File: config.mk
export PLATFORM = sky130hd
export DESIGN_NAME = gpio_irq_block
export DESIGN_NICKNAME = d
export VERILOG_FILES = /design/src/rtl/gpio_irq_block.sv
export SDC_FILE = /design/constraint.sdc
export NUM_CORES = 1
export LEC_CHECK = 0
export CORE_MARGIN = 5
export CORE_UTILIZATION = 40
export DETAILED_ROUTE_END_ITERATION = 10
export DONT_BUFFER_PORTS = 1
export SYNTH_ARGS = -nofsm -noshare
export SYNTH_HDL_FRONTEND = slang
export SYNTH_SLANG_ARGS = --single-unit
File: constraint.sdc
create_clock -name clk -period 1.35 [get_ports clk]
set_input_delay 0.0675 -clock clk [delete_from_list [all_inputs] [get_ports clk]]
set_output_delay 0.0675 -clock clk [all_outputs]
set_load 0.01 [all_outputs]
File: src/rtl/gpio_irq_block.sv
module gpio_irq_block #(
  parameter int SYNC_STAGES = 2
) (
  input  logic        clk,
  input  logic        rst_n,
  input  logic        bus_cs,
  input  logic        bus_we,
  input  logic [4:0]  bus_addr,
  input  logic [31:0] bus_wdata,
  output logic [31:0] bus_rdata,
  input  logic [31:0] pad_in,
  output logic [31:0] pad_out,
  output logic [31:0] pad_oe,
  output logic [1:0]  irq
);
  localparam int PINS = 32;
  localparam int HALF = PINS / 2;
  localparam logic [2:0] A_DATA = 3'd0, A_DIR = 3'd1, A_PAD = 3'd2, A_CFGLO = 3'd3,
                         A_CFGHI = 3'd4, A_MASK = 3'd5, A_STAT = 3'd6, A_BOTH = 3'd7;

  logic [PINS-1:0] data_q, dir_q, mask_q, st_q, both_q, prev_q, cur, hit;
  logic [31:0] cfg_lo_q, cfg_hi_q;
  logic [SYNC_STAGES-1:0][PINS-1:0] sync_q;

  wire       wr_en = bus_cs && bus_we;
  wire [2:0] widx  = bus_addr[4:2];
  wire [PINS-1:0] clr = (wr_en && widx == A_STAT) ? bus_wdata : '0;

  assign cur = sync_q[SYNC_STAGES-1];

  always_ff @(posedge clk or negedge rst_n) begin
    if (!rst_n) begin
      sync_q <= '0;
      prev_q <= '0;
    end else begin
      sync_q[0] <= pad_in;
      for (int k = 1; k < SYNC_STAGES; k++) sync_q[k] <= sync_q[k-1];
      prev_q <= cur;
    end
  end

  for (genvar i = 0; i < PINS; i++) begin : g_pin
    logic [1:0] code;
    if (i < HALF) begin : g_lo
      assign code = cfg_lo_q[2*i +: 2];
    end else begin : g_hi
      assign code = cfg_hi_q[2*(i-HALF) +: 2];
    end
    always_comb begin
      if (both_q[i]) hit[i] = cur[i] ^ prev_q[i];
      else begin
        case (code)
          2'd0:    hit[i] = ~cur[i];
          2'd1:    hit[i] = cur[i];
          2'd2:    hit[i] = cur[i] & ~prev_q[i];
          default: hit[i] = ~cur[i] & prev_q[i];
        endcase
      end
    end
  end

  always_ff @(posedge clk or negedge rst_n) begin
    if (!rst_n) begin
      data_q   <= '0;
      dir_q    <= '0;
      cfg_lo_q <= '0;
      cfg_hi_q <= '0;
      mask_q   <= '0;
      both_q   <= '0;
      st_q     <= '0;
    end else begin
      if (wr_en) begin
        case (widx)
          A_DATA:  data_q   <= bus_wdata;
          A_DIR:   dir_q    <= bus_wdata;
          A_CFGLO: cfg_lo_q <= bus_wdata;
          A_CFGHI: cfg_hi_q <= bus_wdata;
          A_MASK:  mask_q   <= bus_wdata;
          A_BOTH:  both_q   <= bus_wdata;
          default: ;
        endcase
      end
      st_q <= (st_q & ~clr) | hit;
    end
  end

  always_comb begin
    case (bus_addr[4:2])
      A_DATA:  bus_rdata = data_q;
      A_DIR:   bus_rdata = dir_q;
      A_PAD:   bus_rdata = cur;
      A_CFGLO: bus_rdata = cfg_lo_q;
      A_CFGHI: bus_rdata = cfg_hi_q;
      A_MASK:  bus_rdata = mask_q;
      A_STAT:  bus_rdata = st_q;
      default: bus_rdata = both_q;
    endcase
  end

  wire [PINS-1:0] pend = st_q & mask_q;
  assign irq     = {|pend[PINS-1:HALF], |pend[HALF-1:0]};
  assign pad_out = data_q;
  assign pad_oe  = dir_q;
endmodule

# After elaboration in Yosys (flattened, before gate mapping)
# Cells that the tools add are included.
# classes
n_addsub,0
n_mul,0
n_div,0
n_lt_le_gt_ge,0
eq_ne,71
n_shift,0
muxes,66
n_bitwise,164
reduce_logical,43
# op_table
op,n
$pmux W32 S7,1
$pmux W1 S3,32
$and A1 B1 Y1,64
$and A32 B32 Y32,2
$eq A2 B1 Y1 const B,32
$eq A2 B2 Y1 const B,32
$logic_not A2 Y1,32
$not A1 Y1,64
$mux W1,32
$mux W32,1
$not A32 Y32,1
$or A32 B32 Y32,1
$reduce_or A16 Y1,2
$xor A1 B1 Y1,32
$eq A3 B3 Y1 const B,4
$reduce_and A2 Y1,6
$eq A3 B2 Y1 const B,2
$eq A3 B1 Y1 const B,1
$logic_not A3 Y1,1
$logic_and A1 B1 Y1,2
# totals
register_bits,320
latchBits,0
ramBits,0
rom_bits,0
input_bits,73
output_inout_bits,98
wordCells,354
mem_count,0

# Longest topological paths before layout
# Gate-level depths: netlist of the first run.
# depth
depth_word,6
ltp_mapped,9
mapped_depth_nobuf,6

# Worst setup path after synthesis of the first run
# No wires, ideal clock.
# synth_timing
kind,input port to flip-flop
from,in bus_addr[3]
to,reg mask_q[10]
setup_ns,0.125
t_arrival_ns,1.444
t_required_ns,1.225
path_slack_ns,-0.219
stages,9
n_path_buf,5
cell_sequence,buf_4 > nor2b_1 > buf_6 > and2_1 > buf_6 > and3_4 > buf_6 > buf_6 > mux2_4
# synth_between
elab_chain_cells,2
# synth_rtl
element,line_no,source
start: declaration,8,"input logic [4:0] bus_addr,"
$eq A3 B3 Y1,73,case (widx)
$reduce_and A2 Y1 (no line),n/a,
end signal: assignment,78,A_MASK: mask_q <= bus_wdata;
end: declaration,21,"logic [PINS-1:0] data_q, dir_q, mask_q, st_q, both_q, prev_q, cur, hit;"
# No other way between the ends.
# A chain may end at the register's enable or synchronous reset.

# Worst setup path after layout of the first run
# layout_timing
from,reg st_q[0]
to,out irq[0]
# layout_between
elab_chain_cells,2
# layout_rtl
element,line_no,source
start: declaration,21,
start signal: assignment,83,st_q <= (st_q & ~clr) | hit;
$and A32 B32 Y32,100,wire [PINS-1:0] pend = st_q & mask_q;
$reduce_or A16 Y1,101,"assign irq = {|pend[PINS-1:HALF], |pend[HALF-1:0]};"
end: declaration,14,output logic [1:0] irq
# No other way between the ends.

==> impl_metrics.ini, run 1 <==
[outcome]
status = finished, violations left
violations = hold timing, setup timing

[die]
initial_core_util = 0.402
num_rows = 71
dieArea_um2 = 41500
io_pins = 171
core_um2 = 37300
fp.dieH_um = 204
die-width_um = 204

[sta]
finalCritPeriodShare = 1.41
clock.fmax_ghz = 0.527
hold_slack_ns = -0.777
fin_skew_ns = 0.0172
post-route-min-period_ns = 1.90
relSlewSlack = 0.332
tightestPinTransition_ns = 1.00
final-hold-violation-count = 320
setup_viol = 37
drv_slew = 0
grt_setup_unrepaired = true
fin_ws_ns = -0.548

[global_routing]
overflow = 0
grt_pass1_wl_um = 69600
track_usage = 0.220
grt_max_degree = 321
antenna_found_initial = 0
grt_pass1_vias = 11100

[clock_tree]
cts_htree_levels = 2
clock-sinks = 320
clock_path_buffers = 3
clk_pin_slew_ns = 0.06
clock_latency_ns = 0.55
cts_tree = built
hold_buffers = 67
cts-root-buf = clkbuf_16
cts-buffers-inserted = 37

[logic_synthesis]
syn_area_per_cell_um2 = 12.4
ys_types = 39
syn-cell-area_um2 = 15000
yosys.area.top_type = dfrtp_1
yosysSeqAreaShare = 0.534
synth_commonest_cells = 320 x dfrtp_1, 135 x mux2_2, 96 x inv_1
synth_flop_cell = dfrtp_1
ys_warn_count = 0
ys_ff_latch = 320
synthTopCellsByArea = dfrtp_1 53%, mux2_2 10%, ha_1 5.3%
synth_nets = 1351
syn_inst = 1214
async_reset_ff_frac = 1.00
synth.most_common_cell = dfrtp_1
synth_edf_count = 0
synth_top_area_frac = 0.534

[placement]
numPortBuffers = 0
dp.cells = 1738
placed_area_um2 = 16300
hpwlAfterDp_um = 29900
routabilityCongestion = 0.835

[final_layout]
syn2layout_area_growth_pct = 27.1
drive_above_1_share = 0.364
nets = 1555
antenna_cells = 0
final-instance-count-excl-fill = 1918
final_cell_area_um2 = 19100

[detailed_routing]
vias = 10700
viasPerCell = 5.57
drtAntennaViolNets = 0
wl_per_cell_um = 23.9
drt-pass1-iter-count = 6
routed_wl_um = 45800
drcViolationCount = 0
drt_iter0_markers = 781

[setup_path]
cp-end-kind = output port
critical_path_required_ns = 1.28
rr_worst_depth = 6
crit_type = reg2out
rr_startpoint = cur[14]$_DFF_PN0_
crit_fanout = 3
crit_slowest_cell = dfrtp_1
reg2reg_slack_ns = -0.16
timing.rr.end = st_q[14]$_DFF_PN0_
cp-start-kind = register
slowest_delay_ns = 0.43
worstPathArrival_ns = 1.83
worstPathCellList = a22o_1 -> a221oi_2 -> nand4_1 -> buf_4

[power]
irDropWorstVdd_v = 0.000952
powerDensity_nw_per_um2 = 1490
leakage_nw = 8.46

[run]
maxCapViolCount = 0

[worst_hold_path]
hp-class = in2async
## power by group
part	switching (W)	total (W)	internal (W)
combinational	0.00222	0.00532	0.00311
sequential	0.00183	0.0130	0.0111
clock	0.00405	0.0101	0.00605
total	0.00810	0.0284	0.0203
## cells in the final DEF, fill, tap and decap left out, types with 4 or more instances in the layout
master / count
a21o_1: 24
dlygate4sd3_1: 67
a21oi_1: 24
inv_1: 93
buf_4: 137
clkbuf_16: 39
nand2b_1: 28
mux4_2: 14
a31oi_2: 5
a22oi_1: 48
buf_6: 10
mux2_2: 127
buf_12: 13
nand2_1: 60
o21ai_0: 79
ha_2: 7
o21ai_2: 4
a22o_1: 8
mux2_4: 38
o211ai_1: 28
dfrtp_2: 56
a221oi_2: 32
nand4_1: 7
nor2_1: 27
ha_1: 55
clkinv_2: 6
a31oi_1: 18
mux2_1: 7
mux2i_1: 32
xnor2_1: 28
dfrtp_1: 264
clkbuf_1: 9
a211oi_2: 5
clkbuf_8: 7
## layer usage
layer	routed length, um	up-vias	track usage
met4	1220	0	0.0715
li1	-	4792	-
met5	0	-	0
met1	20400	5506	0.304
met2	21500	318	0.347
met3	2780	71	0.0460
## through the flow
stage | utilization | TNS (ns) | power, W | worst slack (ns)
final | 0.511 | -12.85 | 0.0284 | -0.548
after global routing | 0.511 | -15.06 | 0.0297 | -0.586
after CTS | 0.506 | -13.46 | 0.0284 | -0.547
after detailed placement | 0.437 | -0.110 | 0.0175 | -0.0339
after global placement | 0.437 | -0.0478 | 0.0173 | -0.0470
after floorplan | - | -4.81 | 0.0155 | -0.127
## registers in the layout (all words and copies together) (netlist names)
register and count:
both_q 32, cfg_hi_q 32, cfg_lo_q 32, cur 32, mask_q 32, pad_oe 32, pad_out 32, prev_q 32
st_q 32, sync_q 32
## repair_timing
action	4_1_cts	5_1_grt
buffers inserted	39	10
resized for setup	110	42
pin swaps	21	11
endpoints found under the setup margin	37	45
endpoints found under the hold margin	576	320
## cells by family after synthesis
family | after synthesis | synth area share
and+or+nand+nor | 137 | 0.0440
xor gates and xnor gates | 28 | 0.0163
adders and majority gates | 64 | 0.0534
muxes | 218 | 0.179
buffers and inverters | 158 | 0.0450
DFF | 320 | 0.534
AOI/OAI and AO/OA | 289 | 0.128
## critical path: cells and delay by family (launching register included)
family | cells | cell delay (ns)
AOI/OAI and AO/OA | 2 | 0.47
and+or+nand+nor | 1 | 0.19
buffers and inverters | 1 | 0.20
DFF | 1 | 0.43
## worst max-delay path by stage
stage	start	end	slack, ns
3_3_place_gp	st_q[15]$_DFF_PN0_	irq[0]	-0.05
5_1_grt	st_q[15]$_DFF_PN0_	irq[0]	-0.59
2_1_floorplan	bus_addr[3]	mask_q[10]$_DFFE_PN0P_	-0.13
3_5_place_dp	cur[15]$_DFF_PN0_	st_q[15]$_DFF_PN0_	-0.03
6_report	st_q[0]$_DFF_PN0_	irq[0]	-0.55
4_1_cts	st_q[15]$_DFF_PN0_	irq[0]	-0.55
## cell type report
| class | instances | area, um^2 |
|---|---|---|
| Inverter | 96 | 363 |
| Fill cell | 3258 | 18200 |
| Clock inverter | 10 | 108 |
| Sequential cell | 320 | 8080 |
| Clock buffer | 55 | 1110 |
| Tap cell | 474 | 593 |
| Timing Repair Buffer | 227 | 2070 |
| Multi-Input combinational cell | 736 | 6750 |
Power figures use the tool's default switching activity.
==> run 2, diff against run 1 <==
Settings changed: CORE_UTILIZATION 40 to 45, SLEW_MARGIN from default to 40.
Clock period 1.35 ns to 1.9 ns, I/O delays scaled along.
==> run 2 against run 1 <==
  * The run ends with hold timing left
  * Combinational power down 47%
  * Wire length down 7.9%
  * Via count down 5.2%
  * First-iteration DRC count down 17%
  * Sequential share of layout area up 2.8 points
  * Register-to-register slack better by 0.63 ns
  * Global-route usage up 0.92 points
==> impl_metrics.ini, run 2 (synthesized netlist as in run 1, its figures left out) <==
[detailed_routing]
drt-pass1-iter-count = 5
drcViolationCount = 0
drt_iter0_markers = 652
vias = 10100
viasPerCell = 5.66
wl_per_cell_um = 23.6
drtAntennaViolNets = 0
routed_wl_um = 42200

[final_layout]
syn2layout_area_growth_pct = 18.7
final_cell_area_um2 = 17800
drive_above_1_share = 0.255
final_common_cell = dfrtp_1
fin_util = 0.544
nets = 1456
final_cell_mix = 299 x dfrtp_1, 132 x mux2_2, 96 x inv_1
fill_cells = 2801

[setup_path]
cp-start-kind = register
crit_fanout = 4
reg2reg_slack_ns = 0.47
crit_type = reg2out
rr_startpoint = cur[31]$_DFF_PN0_
critical_path_required_ns = 1.80
cp-end-kind = output port
rr_worst_depth = 6
timing.rr.end = st_q[31]$_DFF_PN0_
worstPathArrival_ns = 1.77

[clock_tree]
clock_path_buffers = 3
cts-root-buf = clkbuf_16
hold_buffers = 66
clock-sinks = 320
cts-buffers-inserted = 37
cts_htree_levels = 2
clock_latency_ns = 0.52
cts_tree = built
clk_pin_slew_ns = 0.06

[sta]
setup_viol = 0
relSlewSlack = 0.438
tightestPinTransition_ns = 0.843
hold_slack_ns = -0.727
drv_slew = 0
finalCritPeriodShare = 0.979
fin_skew_ns = 0.00933
final-hold-violation-count = 320
post-route-min-period_ns = 1.86
clock.fmax_ghz = 0.537
setup_tns_ns = 0

[power]
irDropWorstVdd_v = 0.000763
power.total_w = 0.0194
leakage_nw = 7.88
powerDensity_nw_per_um2 = 1090

[worst_hold_path]
hp-class = in2async

[global_routing]
antenna_found_initial = 1
grt_max_degree = 321
grt_pass1_vias = 10200
grt_pass1_wl_um = 64600
overflow = 0
track_usage = 0.229

[placement]
hpwlAfterDp_um = 27700
numPortBuffers = 0
routabilityCongestion = 0.811
placed_area_um2 = 15700

[die]
initial_core_util = 0.459
core_um2 = 32700
die-width_um = 193
io_pins = 171
fp.dieH_um = 193
num_rows = 66
dieArea_um2 = 37100

[outcome]
violations = hold timing
status = finished, violations left

[run]
maxCapViolCount = 0
## run 2: changes by cell type in the layout (fill, tap and decap cells not counted), moves of 7 or more
cell and change:
a221oi_1 +23, dfrtp_2 -35, buf_4 -80, a221oi_2 -23, buf_12 -8, buf_6 -10
dfrtp_1 +35, ha_1 +9, o21ai_0 +7, ha_2 -7
## run 2: worst max-delay path by stage
stage | slack [ns] | start | cells after the start | endpoint
after floorplan | 0.30 | bus_addr[3] | 9 | mask_q[10]$_DFFE_PN0P_
after global placement | 0.42 | bus_addr[2] | 5 | mask_q[22]$_DFFE_PN0P_
after detailed placement | 0.38 | bus_addr[2] | 5 | mask_q[20]$_DFFE_PN0P_
after CTS | -0.04 | cfg_lo_q[18]$_DFFE_PN0P_ | 2 | bus_rdata[18]
after global routing | -0.002 | pad_oe[3]$_DFFE_PN0P_ | 2 | bus_rdata[3]
final | 0.04 | cfg_hi_q[10]$_DFFE_PN0P_ | 2 | bus_rdata[10]
## run 2: metal layers
layer  share of wire  routed length, um  vias up  global-route usage
met5               0                  0        -                   0
met4           0.033               1390        0              0.0804
met2            0.46              19300      303               0.352
li1                -                  -     4585                   -
met1            0.45              18800     5159               0.321
met3           0.065               2740       81              0.0497
## run 2: layout make-up
type | count | area [um^2] | share of cell area
clock inverters | 12 | 120 | 0.00675
multi-input cells | 736 | 6440 | 0.362
repair buffers | 128 | 1190 | 0.0668
clock buffers | 54 | 1100 | 0.0619
well taps | 442 | 553 | 0.0311
flip-flops and latches | 320 | 8030 | 0.451
inverters | 96 | 360 | 0.0202
diodes | 1 | 2.50 | 0.000141
## run 2: worst max-delay path, stage by stage, from the launching register on
cell and delay (ns):
dfrtp_2 0.45, mux4_2 0.48, mux2_2 0.31
## run 2: where the power goes
group          switching (W)  internal [W]  total (W)  leakage (nW)
Clock                0.00285       0.00431    0.00716         0.605
Combinational        0.00113       0.00172    0.00284          3.53
Sequential           0.00147       0.00790    0.00937          3.75
## run 2: metrics by stage
| step | setup slack, ns | std cells | hold WS [ns] |
|---|---|---|---|
| final | 0.0393 | 1789 | -0.727 |
| after global routing | -0.00241 | 1789 | -0.754 |
| after CTS | -0.0362 | 1782 | -0.740 |
| after detailed placement | 0.377 | 1649 | -0.187 |
| after global placement | 0.417 | 1649 | -0.186 |
| after floorplan | 0.303 | 1214 | -0.201 |
## run 2: repair_timing
action	4_1_cts	5_1_grt
gates cloned	0	0
pin swaps	2	1
buffers inserted	1	6
endpoints found under the hold margin	576	320
gates resized for setup	8	29
endpoints found under the setup margin	8	12
==> run 3, diff against run 2 <==
Settings changed: CORE_UTILIZATION 45 to 31, HOLD_SLACK_MARGIN from default to 0.05.
==> run 3 against run 2 <==
  * The flow still finishes with violations (hold timing)
  * Maximum frequency down 1.1%
  * First-iteration DRC count rose by 29%
  * Worst setup slack got worse by 0.021 ns
  * Die area grew 43%
  * Sequential share of layout area fell by 1.1 points
  * Global-route usage down 5.8 points
  * Non-clock buffer count up 14
  * Sequential cell count unchanged
  * Combinational power is 8.8% higher
  * Via count is 2.2% higher
  * Critical path type unchanged
==> impl_metrics.ini, run 3 (synthesized netlist as in run 1, its figures left out) <==
[setup_path]
cpLargestDelayFamily = compound AO/OA/AOI/OAI gates
rr_worst_depth = 6
critPathLaunch = cur[14]$_DFF_PN0_
cp-start-kind = register
cp_num_cells = 4
reg2reg_slack_ns = 0.45
timing.rr.end = st_q[31]$_DFF_PN0_
crit_slowest_cell = dfrtp_2
rr_startpoint = cur[31]$_DFF_PN0_
cp-end-kind = output port
critical_path_required_ns = 1.80
worstPathArrival_ns = 1.79
crit_buf_inv = 1
slowest_delay_ns = 0.46
worstPathCellList = a221oi_1 -> a21o_1 -> a31oi_2 -> buf_4
crit_type = reg2out
crit_fanout = 6
crit_end = bus_rdata[14]

[run]
maxCapViolCount = 0

[sta]
grt_setup_unrepaired = true
final-hold-violation-count = 320
relSlewSlack = 0.156
drv_slew = 0
setup_tns_ns = 0
fin_skew_ns = 0.0228
post-route-min-period_ns = 1.88
hold_slack_ns = -0.711
tightestPinTransition_ns = 1.27
finalCritPeriodShare = 0.991
setup_viol = 0
clock.fmax_ghz = 0.531

[outcome]
status = finished, violations left
violations = hold timing

[power]
leakage_nw = 8.00
powerDensity_nw_per_um2 = 1090
irDropWorstVdd_v = 0.000518

[global_routing]
track_usage = 0.171
grt_pass1_wl_um = 69100
overflow = 0
antenna_found_initial = 5
grt_max_degree = 321
grt_pass1_vias = 10600

[clock_tree]
clk_pin_slew_ns = 0.06
clock_latency_ns = 0.55
cts_tree = built
clock-sinks = 320
clock_path_buffers = 3
cts-root-buf = clkbuf_16
cts-buffers-inserted = 38
cts_htree_levels = 2
hold_buffers = 70

[die]
io_pins = 171
fp.dieH_um = 230
initial_core_util = 0.314
core_um2 = 47800
die-width_um = 230
num_rows = 80
dieArea_um2 = 52900

[final_layout]
syn2layout_area_growth_pct = 22.0
final_common_cell = dfrtp_1
final_cell_mix = 280 x dfrtp_1, 129 x mux2_2, 96 x inv_1
fill_cells = 4576
drive_above_1_share = 0.288
nets = 1471

[detailed_routing]
routed_wl_um = 46000
drcViolationCount = 0
wl_per_cell_um = 23.2
viasPerCell = 5.23
drt-pass1-iter-count = 5
drtAntennaViolNets = 0
drt_iter0_markers = 843
vias = 10400

[placement]
hpwlAfterDp_um = 30700
routabilityCongestion = 0.809
numPortBuffers = 0

[worst_hold_path]
hp-class = in2async
==> run 3: report_power, final <==
part / leakage (nW) / internal, W / switching, W / total (W)
registers: 3.72 / 0.00791 / 0.00151 / 0.00942
logic: 3.64 / 0.00183 / 0.00126 / 0.00309
clock network: 0.629 / 0.00443 / 0.00299 / 0.00742
==> run 3: final cells by class <==
type | instances | area (um^2) | area share
clock inverter | 20 | 219 | 0.0120
antenna | 2 | 5.00 | 0.000273
tap | 615 | 769 | 0.0420
clock buffer | 47 | 1040 | 0.0566
multi-input combinational | 736 | 6560 | 0.358
sequential | 320 | 8060 | 0.440
timing repair buffer | 142 | 1290 | 0.0707
inverter | 96 | 360 | 0.0197
==> run 3: timing repair <==
item / 4_1_cts / 5_1_grt
pin swaps: 3 / 3
setup buffers: 15 / 3
endpoints found under the hold margin: 576 / 320
cloned: 0 / 0
gates resized for setup: 52 / 25
setup endpoints to repair: 16 / 22
==> run 3: worst min-delay path by stage <==
stage | from | endpoint | slack, ns
after global routing | rst_n | cfg_hi_q[28]$_DFFE_PN0P_ | -0.76
after CTS | rst_n | prev_q[10]$_DFF_PN0_ | -0.78
after floorplan | rst_n | both_q[0]$_DFFE_PN0P_ | -0.20
after global placement | rst_n | pad_out[23]$_DFFE_PN0P_ | -0.19
after detailed placement | rst_n | pad_out[23]$_DFFE_PN0P_ | -0.19
final | rst_n | prev_q[30]$_DFF_PN0_ | -0.71
==> run 3: per-stage QoR <==
stage	instances	cell area [um^2]	util	power, W	setup slack (ns)
global route	1977	18300	0.383	0.0208	-0.0625
floorplan	1214	15000	-	0.0110	0.303
global placement	1822	15900	0.333	0.0121	0.260
CTS	1973	18200	0.379	0.0201	-0.00622
finish	1978	18300	0.383	0.0199	0.0180
detailed placement	1822	15900	0.333	0.0122	0.230
==> run 3: per-layer routing <==
metal	vias up	GRT usage	wire, um
met5	-	0	41
met4	6	0.0476	1130
met3	77	0.0470	3520
met2	360	0.273	21300
met1	5293	0.230	19900
li1	4614	-	-
==> run 3: worst reg2reg max path, stage by stage (launching register included) <==
cell,delay (ns)
dfrtp_1,0.43
inv_1,0.07
ha_1,0.17
and2_1,0.15
o21ai_0,0.15
mux2i_1,0.10
a211o_1,0.27
